===== src/rtl/stby_pkg.sv =====
package stby_pkg;
   typedef enum logic [1:0] {
      ST_RUN   = 2'd0,
      ST_ISO   = 2'd1,
      ST_STBY  = 2'd2,
      ST_WRST  = 2'd3
   } stby_state_e;

   localparam int unsigned WAKE_SRC  = 2;
   localparam int unsigned SRC_PIN   = 0;
   localparam int unsigned SRC_ALARM = 1;
endpackage


===== src/rtl/stby_edge_det.sv =====
module stby_edge_det #(
   parameter int unsigned STAGES = 2
) (
   input  logic clk_i,
   input  logic rst_ni,
   input  logic async_i,
   output logic rise_o
);
   logic [STAGES-1:0] chain_q;
   logic              prev_q;
   logic              level;

   initial begin : elab_chk
      assert (STAGES >= 1) else $error("stby_edge_det: STAGES must be at least 1");
   end

   generate
      if (STAGES == 1) begin : g_single
         always_ff @(posedge clk_i or negedge rst_ni) begin
            if (!rst_ni) chain_q <= '0;
            else         chain_q <= async_i;
         end
      end else begin : g_chain
         always_ff @(posedge clk_i or negedge rst_ni) begin
            if (!rst_ni) chain_q <= '0;
            else         chain_q <= {chain_q[STAGES-2:0], async_i};
         end
      end
   endgenerate

   assign level = chain_q[STAGES-1];

   always_ff @(posedge clk_i or negedge rst_ni) begin
      if (!rst_ni) prev_q <= 1'b0;
      else         prev_q <= level;
   end

   assign rise_o = level & ~prev_q;

   p_single_pulse_r3: assert property (@(posedge clk_i) disable iff (!rst_ni)
      rise_o |=> !rise_o);
endmodule


===== src/rtl/stby_fsm.sv =====
module stby_fsm
   import stby_pkg::*;
#(
   parameter int unsigned RST_CYCLES = 16
) (
   input  logic clk_i,
   input  logic rst_ni,
   input  logic sleep_i,
   input  logic deep_i,
   input  logic pwrdn_i,
   input  logic wake_flag_i,
   input  logic wake_evt_i,
   input  logic ext_rst_i,
   input  logic wdg_rst_i,
   output logic pd_en_o,
   output logic sys_rst_o,
   output logic iso_o,
   output logic stby_set_o,
   output logic wake_set_o
);
   localparam int unsigned CW = (RST_CYCLES > 2) ? $clog2(RST_CYCLES) : 1;
   localparam logic [CW-1:0] CNT_LAST = CW'(RST_CYCLES - 1);

   initial begin : elab_chk
      assert (RST_CYCLES >= 2) else $error("stby_fsm: RST_CYCLES must be at least 2");
   end

   stby_state_e   state_q, state_d;
   logic [CW-1:0] cnt_q, cnt_d;
   logic          go;
   logic          any_rst;

   assign go      = sleep_i & deep_i & pwrdn_i & ~wake_flag_i;
   assign any_rst = ext_rst_i | wdg_rst_i;

   always_comb begin
      state_d    = state_q;
      cnt_d      = cnt_q;
      stby_set_o = 1'b0;
      wake_set_o = 1'b0;
      if (any_rst) begin
         state_d = ST_WRST;
         cnt_d   = CNT_LAST;
      end else begin
         case (state_q)
            ST_RUN: begin
               if (go) state_d = ST_ISO;
            end
            ST_ISO: begin
               state_d    = ST_STBY;
               stby_set_o = 1'b1;
            end
            ST_STBY: begin
               if (wake_evt_i) begin
                  state_d    = ST_WRST;
                  cnt_d      = CNT_LAST;
                  wake_set_o = 1'b1;
               end
            end
            ST_WRST: begin
               if (cnt_q == '0) state_d = ST_RUN;
               else             cnt_d   = cnt_q - CW'(1);
            end
            default: state_d = ST_RUN;
         endcase
      end
   end

   always_ff @(posedge clk_i or negedge rst_ni) begin
      if (!rst_ni) begin
         state_q <= ST_RUN;
         cnt_q   <= '0;
      end else begin
         state_q <= state_d;
         cnt_q   <= cnt_d;
      end
   end

   assign pd_en_o   = (state_q == ST_STBY);
   assign sys_rst_o = (state_q == ST_WRST);
   assign iso_o     = (state_q != ST_RUN);

   p_entry_r1: assert property (@(posedge clk_i) disable iff (!rst_ni)
      (state_q == ST_RUN && go && !any_rst) |=> (state_q == ST_ISO));

   p_flag_blocks_r2: assert property (@(posedge clk_i) disable iff (!rst_ni)
      (state_q == ST_RUN && wake_flag_i) |=> (state_q != ST_ISO));

   p_hold_reset_r4: assert property (@(posedge clk_i) disable iff (!rst_ni)
      (state_q == ST_WRST && cnt_q != '0 && !any_rst) |=> (state_q == ST_WRST));

   p_standby_via_iso_r9: assert property (@(posedge clk_i) disable iff (!rst_ni)
      $rose(pd_en_o) |-> $past(state_q == ST_ISO));
endmodule


===== src/rtl/stby_flags.sv =====
module stby_flags (
   input  logic clk_i,
   input  logic rst_ni,
   input  logic stby_set_i,
   input  logic wake_set_i,
   input  logic clr_stby_i,
   input  logic clr_wake_i,
   input  logic ext_rst_i,
   output logic stby_q_o,
   output logic wake_q_o
);
   logic stby_q, wake_q;

   always_ff @(posedge clk_i or negedge rst_ni) begin
      if (!rst_ni) begin
         stby_q <= 1'b0;
         wake_q <= 1'b0;
      end else begin
         if (ext_rst_i)       stby_q <= 1'b0;
         else if (stby_set_i) stby_q <= 1'b1;
         else if (clr_stby_i) stby_q <= 1'b0;

         if (ext_rst_i)       wake_q <= 1'b0;
         else if (wake_set_i) wake_q <= 1'b1;
         else if (clr_wake_i) wake_q <= 1'b0;
      end
   end

   assign stby_q_o = stby_q;
   assign wake_q_o = wake_q;

   p_ext_clears_r7: assert property (@(posedge clk_i) disable iff (!rst_ni)
      ext_rst_i |=> (!stby_q && !wake_q));

   p_wake_only_on_event_r6: assert property (@(posedge clk_i) disable iff (!rst_ni)
      !wake_set_i |=> !$rose(wake_q));

   p_stby_only_on_entry_r5: assert property (@(posedge clk_i) disable iff (!rst_ni)
      !stby_set_i |=> !$rose(stby_q));
endmodule


===== src/rtl/stby_seq.sv =====
module stby_seq
   import stby_pkg::*;
#(
   parameter int unsigned N_IO        = 16,
   parameter int unsigned SYNC_STAGES = 2,
   parameter int unsigned RST_CYCLES  = 16
) (
   input  logic            clk_i,
   input  logic            aon_rst_ni,
   input  logic            core_sleep_i,
   input  logic            deep_sel_i,
   input  logic            pwrdn_sel_i,
   input  logic            wkup_pin_i,
   input  logic            wkup_en_i,
   input  logic            alarm_i,
   input  logic            tamper_cfg_i,
   input  logic            ext_rst_i,
   input  logic            wdg_rst_i,
   input  logic            clr_stby_i,
   input  logic            clr_wake_i,
   output logic            dom_pd_o,
   output logic            sys_rst_req_o,
   output logic [N_IO-1:0] gpio_hiz_o,
   output logic            tamper_hiz_o,
   output logic            wkup_pad_hiz_o,
   output logic            stby_flag_o,
   output logic            wake_flag_o
);
   initial begin : elab_chk
      assert (N_IO >= 1) else $error("stby_seq: N_IO must be at least 1");
   end

   logic [WAKE_SRC-1:0] src_raw, src_rise, src_en;
   logic                wake_evt, iso, stby_set, wake_set, wake_q, stby_q;

   assign src_raw[SRC_PIN]   = wkup_pin_i;
   assign src_raw[SRC_ALARM] = alarm_i;
   assign src_en[SRC_PIN]    = wkup_en_i;
   assign src_en[SRC_ALARM]  = 1'b1;

   for (genvar gi = 0; gi < WAKE_SRC; gi++) begin : g_src
      stby_edge_det #(.STAGES(SYNC_STAGES)) u_det (
         .clk_i  (clk_i),
         .rst_ni (aon_rst_ni),
         .async_i(src_raw[gi]),
         .rise_o (src_rise[gi])
      );
   end

   assign wake_evt = |(src_rise & src_en);

   stby_fsm #(.RST_CYCLES(RST_CYCLES)) u_fsm (
      .clk_i      (clk_i),
      .rst_ni     (aon_rst_ni),
      .sleep_i    (core_sleep_i),
      .deep_i     (deep_sel_i),
      .pwrdn_i    (pwrdn_sel_i),
      .wake_flag_i(wake_q),
      .wake_evt_i (wake_evt),
      .ext_rst_i  (ext_rst_i),
      .wdg_rst_i  (wdg_rst_i),
      .pd_en_o    (dom_pd_o),
      .sys_rst_o  (sys_rst_req_o),
      .iso_o      (iso),
      .stby_set_o (stby_set),
      .wake_set_o (wake_set)
   );

   stby_flags u_flags (
      .clk_i     (clk_i),
      .rst_ni    (aon_rst_ni),
      .stby_set_i(stby_set),
      .wake_set_i(wake_set),
      .clr_stby_i(clr_stby_i),
      .clr_wake_i(clr_wake_i),
      .ext_rst_i (ext_rst_i),
      .stby_q_o  (stby_q),
      .wake_q_o  (wake_q)
   );

   assign gpio_hiz_o     = {N_IO{iso}};
   assign tamper_hiz_o   = iso & ~tamper_cfg_i;
   assign wkup_pad_hiz_o = iso & ~wkup_en_i;
   assign stby_flag_o    = stby_q;
   assign wake_flag_o    = wake_q;

   p_isolated_when_off_r8: assert property (@(posedge clk_i) disable iff (!aon_rst_ni)
      dom_pd_o |-> (&gpio_hiz_o));

   p_no_pd_in_reset_r9: assert property (@(posedge clk_i) disable iff (!aon_rst_ni)
      sys_rst_req_o |-> !dom_pd_o);
endmodule


===== config.mk =====
export PLATFORM = sky130hd
export DESIGN_NAME = stby_seq
export DESIGN_NICKNAME = d
export VERILOG_FILES = /design/src/rtl/stby_pkg.sv /design/src/rtl/stby_edge_det.sv /design/src/rtl/stby_fsm.sv /design/src/rtl/stby_flags.sv /design/src/rtl/stby_seq.sv
export SDC_FILE = /design/constraint.sdc
export NUM_CORES = 1
export LEC_CHECK = 0
export BUFFER_PORTS_ARGS = -buffer_cell sky130_fd_sc_hd__buf_2
export CORE_MARGIN = 2
export CORE_UTILIZATION = 39
export CTS_CLUSTER_SIZE = 12
export DETAILED_ROUTE_END_ITERATION = 6
export PLACE_DENSITY = 0.71
export SKIP_CTS_REPAIR_TIMING = 1
export SLEW_MARGIN = 25
export SYNTH_ARGS = -nofsm -noshare
export SYNTH_HDL_FRONTEND = slang
export SYNTH_SLANG_ARGS = --single-unit

===== constraint.sdc =====
create_clock -name clk_i -period 1.9 [get_ports clk_i]
set_clock_uncertainty 0.2 [all_clocks]
set_input_delay 0.38 -clock clk_i [delete_from_list [all_inputs] [get_ports clk_i]]
set_output_delay 0.38 -clock clk_i [all_outputs]
set_load 0.01 [all_outputs]

* After elaboration in Yosys (flattened, before gate mapping) *
Cells that the tools add are included.
W data, S select, Z words.

operators by class
  equal/unequal tests = 7
  multiplexer cells = 20
  bitwise operators = 14
  reductions and logical operators = 9
  $add $sub $neg = 1

operator list
  operator               number
  $mux W4                3
  $mux W1                11
  $ne A3 B1 Y1 const B   3
  $reduce_bool A3 Y1     3
  $mux W2                4
  $pmux W2 S4            1
  $pmux W4 S2            1
  $and A1 B1 Y1          7
  $reduce_and A3 Y1      2
  $not A1 Y1             5
  $eq A2 B2 Y1 const B   2
  $logic_not A4 Y1       1
  $sub A4 B1 Y4 const B  1
  $ne A3 B2 Y1 const B   1
  $and A2 B2 Y2          1
  $eq A2 B1 Y1 const B   1
  $logic_not A2 Y1       1
  $reduce_bool A2 Y1     1
  $reduce_or A2 Y1       1
  $or A1 B1 Y1           1

word-level totals
  logic and storage cells = 59
  flip-flop bits (word level) = 14
  output and inout port bits = 22
  input port bits = 13

* Longest topological paths before layout *
Gate-level depths: netlist of the first run.

  depth in word-level cells = 9
  mapped depth = 6

* By module *
From an unflattened synthesis of the first run, not the netlist that was laid out.

unflattened totals
  cells, all modules = 82
  area total of the unflattened synthesis = 859.6 µm²

modules (own cells, without submodules)
  module         instances  area each (µm²)  cells each
  stby_fsm       1          461.7            47
  stby_edge_det  2          88.8             4
  stby_seq       1          140.1            19
  stby_flags     1          80.1             8

* Worst setup path before layout of the first run *
OpenSTA, ideal clock, no wires.

  path type = reg-to-reg
  start = register u_fsm.state_q[0]
  end = register u_fsm.cnt_q[0]
  arrival = 1.556 ns
  path buffers = 0
  required time = 1.557 ns
  slack = 0.001 ns
  stages on the path, launching flop included = 6
  cells stage by stage = dfrtp_1 -> ha_1 -> and4bb_4 -> a311oi_4 -> and3_2 -> o21ai_0

between the ends
  longest elaborated chain between the ends = 3
  elaborated cells between the ends (all ways) = 8

RTL lines
  element                                                        line            source
  start, declared                                                stby_fsm.sv:28  stby_state_e state_q, state_d;
  start signal, assigned                                         stby_fsm.sv:74  state_q <= state_d;
  $eq A2 B2 Y1 (*)                                               --
  net sys_rst_req_o                                              stby_seq.sv:22  output logic sys_rst_req_o,
  $ne A3 B2 Y1 (no line), or another cell as far along           --
  $reduce_and A3 Y1 (no line) / $mux W4 (equally long branches)  --
  end signal, assigned                                           stby_fsm.sv:75  cnt_q <= cnt_d;
  end, declared                                                  stby_fsm.sv:29  logic [CW-1:0] cnt_q, cnt_d;

Mark *: on every way through the listed nets, which the timed path passes. The rest lies on a longest branch.
A chain may end at the register's enable or synchronous reset.

* Worst setup path after layout of the first run *
  start = register u_fsm.state_q[1]
  end = output dom_pd_o

between the ends
  longest elaborated chain between the ends = 1

RTL lines
  element        line            source
  $eq A2 B2 Y1   stby_fsm.sv:79  assign pd_en_o = (state_q == ST_STBY);
  end, declared  stby_seq.sv:21  output logic dom_pd_o,

No other way between the ends.

==> results of run 1 <==
[cell families (layout without fill, tap and decap cells)]
logic type               after synthesis  in the layout  share of synthesized area
buffers and inverters                 22             54                      0.171
AO/OA/AOI/OAI                         11             11                      0.102
multiplexers                           2              2                     0.0240
adder cells (fa/ha/maj)                6              6                     0.0898
AND/OR/NAND/NOR                       26             26                      0.195
flip-flops                            14             14                      0.419
[layer usage]
metal | vias up | part of all wire | track usage
met1 | 303 | 0.44 | 0.174
met4 | 0 | 0.015 | 0.0495
met2 | 18 | 0.50 | 0.217
li1 | 327 | - | -
met3 | 3 | 0.046 | 0.0179
met5 | - | 0 | 0
[power breakdown]
group | switching (mW) | leakage [nW] | internal, mW | total [mW]
combinational | 0.0214 | 0.331 | 0.0243 | 0.0457
sequential | 0.00377 | 0.152 | 0.306 | 0.310
clock | 0.104 | 0.0210 | 0.117 | 0.221
[registers in the layout, summed over array words and instances, names as in the netlist]
register	cells
u_fsm.cnt_q	4
u_flags.stby_q_o	1
u_fsm.state_q	2
u_flags.wake_q_o	1
g_src.u_det.chain_q	4
g_src.u_det.prev_q	2
[through the flow]
step           cell area [um2]  instances
6_report                  1070        140
5_1_grt                   1070        140
4_1_cts                    986        134
3_5_place_dp               950        130
3_3_place_gp               950        130
2_1_floorplan              836         81
[synthesized netlist by cell type]
| master | count |
|---|---|
| nor3_1 | 1 |
| nand4b_1 | 1 |
| and4b_1 | 1 |
| o21ai_1 | 2 |
| inv_1 | 6 |
| and4_1 | 1 |
| a31oi_1 | 2 |
| ha_1 | 6 |
| a311oi_4 | 1 |
| buf_4 | 16 |
| dfrtp_1 | 14 |
| o21ai_0 | 2 |
| a21oi_1 | 2 |
| nand2b_1 | 4 |
| nor2_1 | 7 |
| nand3_1 | 2 |
| nor3b_1 | 2 |
| a32oi_1 | 1 |
| o31ai_1 | 1 |
| and3_2 | 2 |
| nand2_1 | 2 |
| and4bb_4 | 1 |
| nand3b_1 | 2 |
| mux2i_1 | 2 |
[worst max-delay path by stage]
stage | start | end | slack (ns) | depth (start not counted)
2_1_floorplan | u_fsm.state_q[0]$_DFFE_PN0P_ | u_fsm.cnt_q[0]$_DFFE_PN0P_ | 0.0007 | 5
3_3_place_gp | u_fsm.cnt_q[0]$_DFFE_PN0P_ | u_fsm.cnt_q[0]$_DFFE_PN0P_ | 0.08 | 6
3_5_place_dp | u_fsm.cnt_q[0]$_DFFE_PN0P_ | u_fsm.cnt_q[0]$_DFFE_PN0P_ | 0.04 | 6
4_1_cts | u_fsm.state_q[1]$_DFFE_PN0P_ | gpio_hiz_o[4] | -0.16 | 4
5_1_grt | u_fsm.state_q[1]$_DFFE_PN0P_ | dom_pd_o | -0.006 | 4
6_report | u_fsm.state_q[1]$_DFFE_PN0P_ | dom_pd_o | 0.03 | 4
[final cells by class]
class | instances | area, um2 | share of cell area
Tap cell | 27 | 33.8 | 0.0315
Sequential cell | 14 | 350 | 0.327
Timing Repair Buffer | 44 | 256 | 0.239
Multi-Input combinational cell | 45 | 370 | 0.345
Inverter | 6 | 25.0 | 0.0233
Clock buffer | 4 | 36.3 | 0.0338
==> impl_metrics.csv, run 1 <==
group,metric,value,unit
critical_path,arrival,1.29,ns
cts,cts_sinks,14,
floorplanning,dieArea,0.00253,mm2
timing,final.setup.tns,0,ns
synth,synthCells,81,
synth,synth_area_leaders,"dfrtp_1, buf_4, ha_1, a311oi_4, nor2_1",
min_path,min_path_type,"in2reg",
pwr,total_power,0.576,mW
placed_design,hpwl,1200,um
final_layout,final_common_cell,"buf_2",
cts,cts-root-buf,"clkbuf_4",
critical_path,critPathMaxFanout,4,
final_layout,syn_to_final_growth,28.3,%
timing,tightest_slew,0.386,ns
critical_path,r2r_slack,0.07,ns
timing,whs,0.0642,ns
floorplanning,rows,16,
critical_path,cp_cell_sequence,"buf_4 -> ha_4 -> buf_4 -> buf_2",
route,via_count,651,
critical_path,cp_common_cell,"buf_4",
final_layout,final_core_util,0.541,
route,drt-initial-drc-count,4,
timing,drv_slew,0,
floorplanning,start_util,0.422,
critical_path,ff2ff_path_depth,6,
synth,synth_seq_cells,14,
timing,min_period,1.87,ns
floorplanning,core_region_area,0.00198,mm2
route,drtPass1Iterations,4,
min_path,holdPathEnd,"u_flags.stby_q_o$_DFFE_PN0P_",
route,totalWireLength,1660,um
final_layout,nFillCells,162,
timing,post-route-period-util,0.983,
critical_path,slowest_delay,0.41,ns
synth,yosys_warnings,0,
placed_design,port_buffers,34,
timing,layout_setup_ws,0.0317,ns
pwr,ir_worst_vdd,0.500,mV
global_routing,antenna_found_initial,0,
floorplanning,die_h,50.3,um
synth,seq_area_frac_synth,0.419,
placed_design,pre_cts_ws,0.0442,ns
global_routing,grt_max_degree,17,
critical_path,critPathCaptureType,"output port",
synth,yosysTopAreaCell,"dfrtp_1",
critical_path,cp-start-kind,"register",
timing,setup_violations,0,
route,drtAntennaViolNets,0,
timing,fmax,535,MHz
global_routing,grt.total_usage,0.131,
global_routing,grt_pass1_wl,2600,um
timing,relSlewSlack,0.742,
route,wl_per_cell,11.9,um
cts,clock_latency,0.29,ns
final_layout,layout-drive-gt1-share,0.478,
critical_path,crit_buf_inv,3,
global_routing,grt_overflow_total,0,
route,vias_per_cell,4.65,
final_layout,nNetsFinal,133,
synth,synth_cell_type_count,24,
cts,htreeDepth,1,
cts,cts_max_path_buffers,2,
final_layout,antennaDiodeCount,0,
final_layout,layout_common_cells,"buf_2, dfrtp_1, nor2_1, buf_4",
floorplanning,die_w,50.3,um
critical_path,crit_required,1.32,ns
pwr,power_density,537,mW/mm2
placed_design,gp_congestion,0.787,
critical_path,reg2reg_to,"u_fsm.cnt_q[0]$_DFFE_PN0P_",
cts,numCtsBuffers,3,
timing,hold_viol_final,0,
cts,cts_tree,"done",
min_path,whs_path_depth,2,
critical_path,critPathKind,"reg2out",
run,maxCapViolCount,0,
floorplanning,ioPinCount,35,
min_path,min_from,"ext_rst_i",
critical_path,r2r_start,"u_fsm.cnt_q[1]$_DFFE_PN0P_",
outcome,status,"completed",
synth,syn-num-nets,100,
critical_path,critical_path.top_delay_family,"buffers and inverters",
synth,synth_top_area_share,0.419,
cts,path_clk_slew,0.08,ns
pwr,p_leak,0.504,nW
synth,synth_area_per_cell,10.3,um2
critical_path,slowest_stage,"dfrtp_1",
route,drc,0,
global_routing,grt_pass1_vias,598,
synth,synth.cell_area,836,um2
(Power assumes the default switching activity.)
==> run 2, diff against run 1 <==
- RECOVER_POWER: default -> 100
==> impl_metrics.csv, run 2 (synthesis gave the netlist of run 1 again) <==
group,metric,value,unit
cts,numCtsBuffers,3,
final_layout,reg_top3,"g_src.u_det.chain_q: 4 flops, u_fsm.cnt_q: 4 flops",
route,vias_per_cell,4.66,
final_layout,antennaDiodeCount,0,
global_routing,grt.total_usage,0.131,
final_layout,final_common_cell,"buf_2",
route,wl_per_cell,11.8,um
final_layout,nNetsFinal,133,
final_layout,multi_input_area,370,um2
final_layout,layout_common_cells,"buf_2, dfrtp_1, nor2_1, buf_4",
pwr,p_int,0.447,mW
final_layout,syn_to_final_growth,27.8,%
placed_design,placed_cells,130,
timing,relSlewSlack,0.499,
timing,setup_violations,0,
route,drtPass1Iterations,4,
global_routing,grt_pass1_vias,598,
floorplanning,core_region_area,0.00198,mm2
final_layout,instances_no_fill,140,
final_layout,final_core_util,0.539,
cts,cts_max_path_buffers,2,
critical_path,ff2ff_path_depth,6,
final_layout,nFillCells,163,
critical_path,critPathMaxFanout,4,
pwr,power.share.combinational,0.079,
critical_path,cp_cell_sequence,"buf_4 -> ha_4 -> buf_4 -> buf_2",
critical_path,slowest_delay,0.41,ns
cts,htreeDepth,1,
floorplanning,ioPinCount,35,
timing,whs,0.0643,ns
critical_path,arrival,1.29,ns
global_routing,antenna_found_initial,0,
floorplanning,dieArea,0.00253,mm2
global_routing,grt_overflow_total,0,
floorplanning,die_w,50.3,um
critical_path,critPathCaptureType,"output port",
route,drc,0,
timing,post-route-period-util,0.983,
min_path,min_from,"ext_rst_i",
pwr,ir_worst_vdd,0.499,mV
critical_path,r2r_start,"u_fsm.cnt_q[1]$_DFFE_PN0P_",
floorplanning,rows,16,
critical_path,critical_path.top_delay_family,"buffers and inverters",
placed_design,pre_cts_ws,0.0442,ns
cts,cts-root-buf,"clkbuf_4",
critical_path,cp_common_cell,"buf_4",
critical_path,r2r_slack,0.07,ns
pwr,total_power,0.576,mW
final_layout,layout-drive-gt1-share,0.451,
placed_design,port_buffers,34,
pwr,power_density,539,mW/mm2
cts,cts_tree,"done",
floorplanning,start_util,0.422,
critical_path,slowest_stage,"dfrtp_1",
route,via_count,653,
pwr,p_leak,0.494,nW
critical_path,reg2reg_to,"u_fsm.cnt_q[0]$_DFFE_PN0P_",
pwr,netSwitchingFraction,0.224,
critical_path,path_depth,4,
final_layout,layout.area.seq,350,um2
timing,hold_viol_final,0,
placed_design,gp_congestion,0.787,
min_path,holdPathEnd,"u_flags.stby_q_o$_DFFE_PN0P_",
pwr,power.share.clock,0.383,
critical_path,crit_required,1.32,ns
timing,fmax,535,MHz
route,drt-initial-drc-count,4,
critical_path,crit_buf_inv,3,
cts,path_clk_slew,0.08,ns
timing,tightest_slew,0.752,ns
timing,drv_slew,0,
pwr,seq_power_share,0.538,
cts,cts_sinks,14,
placed_design,hpwl,1200,um
route,totalWireLength,1660,um
global_routing,grt_pass1_wl,2600,um
cts,clock_latency,0.29,ns
timing,layout_setup_ws,0.0315,ns
min_path,min_path_type,"in2reg",
run,maxCapViolCount,0,
timing,min_period,1.87,ns
route,drtAntennaViolNets,0,
floorplanning,die_h,50.3,um
critical_path,cp-start-kind,"register",
min_path,whs_path_depth,2,
pwr,p_sw,0.129,mW
outcome,status,"completed",
critical_path,critPathKind,"reg2out",
global_routing,grt_max_degree,17,
run 2: changes by cell type in the layout (fill, tap and decap cells not counted), sizes merged:
cell    change
buf         -5
clkbuf      +5
run 2: how the worst max path moves through the flow:
stage / startpoint / to
3_5_place_dp: u_fsm.cnt_q[0]$_DFFE_PN0P_ / u_fsm.cnt_q[0]$_DFFE_PN0P_
2_1_floorplan: u_fsm.state_q[0]$_DFFE_PN0P_ / u_fsm.cnt_q[0]$_DFFE_PN0P_
6_report: u_fsm.state_q[1]$_DFFE_PN0P_ / dom_pd_o
4_1_cts: u_fsm.state_q[1]$_DFFE_PN0P_ / gpio_hiz_o[4]
3_3_place_gp: u_fsm.cnt_q[0]$_DFFE_PN0P_ / u_fsm.cnt_q[0]$_DFFE_PN0P_
5_1_grt: u_fsm.state_q[1]$_DFFE_PN0P_ / dom_pd_o
run 2: cell type report:
| class | instances | share of cell area |
|---|---|---|
| tap | 27 | 0.0316 |
| timing repair buffer | 44 | 0.237 |
| inverter | 6 | 0.0234 |
| sequential | 14 | 0.328 |
| clock buffer | 4 | 0.0340 |
| multi-input combinational | 45 | 0.347 |
run 2: power groups by stage:
| stage | sequential, mW | combinational [mW] | clock [mW] |
|---|---|---|---|
| global route | 0.311 | 0.0509 | 0.235 |
| CTS | 0.310 | 0.0396 | 0.223 |
| finish | 0.310 | 0.0454 | 0.221 |
| global placement | 0.315 | 0.0385 | 0 |
| floorplan | 0.315 | 0.0145 | 0 |
| detailed placement | 0.316 | 0.0394 | 0 |
run 2: layer usage:
layer | track usage | part of all wire | wire (um)
met1 | 0.174 | 0.44 | 729
met2 | 0.217 | 0.50 | 822
met3 | 0.0179 | 0.047 | 78
met4 | 0.0495 | 0.015 | 25
met5 | 0 | 0 | 0
run 2: per-stage QoR:
step | setup TNS [ns] | cell area [um2]
2_1_floorplan | 0 | 836
3_3_place_gp | 0 | 950
3_5_place_dp | 0 | 950
4_1_cts | -2.64 | 986
5_1_grt | -0.00586 | 1070
6_report | 0 | 1070
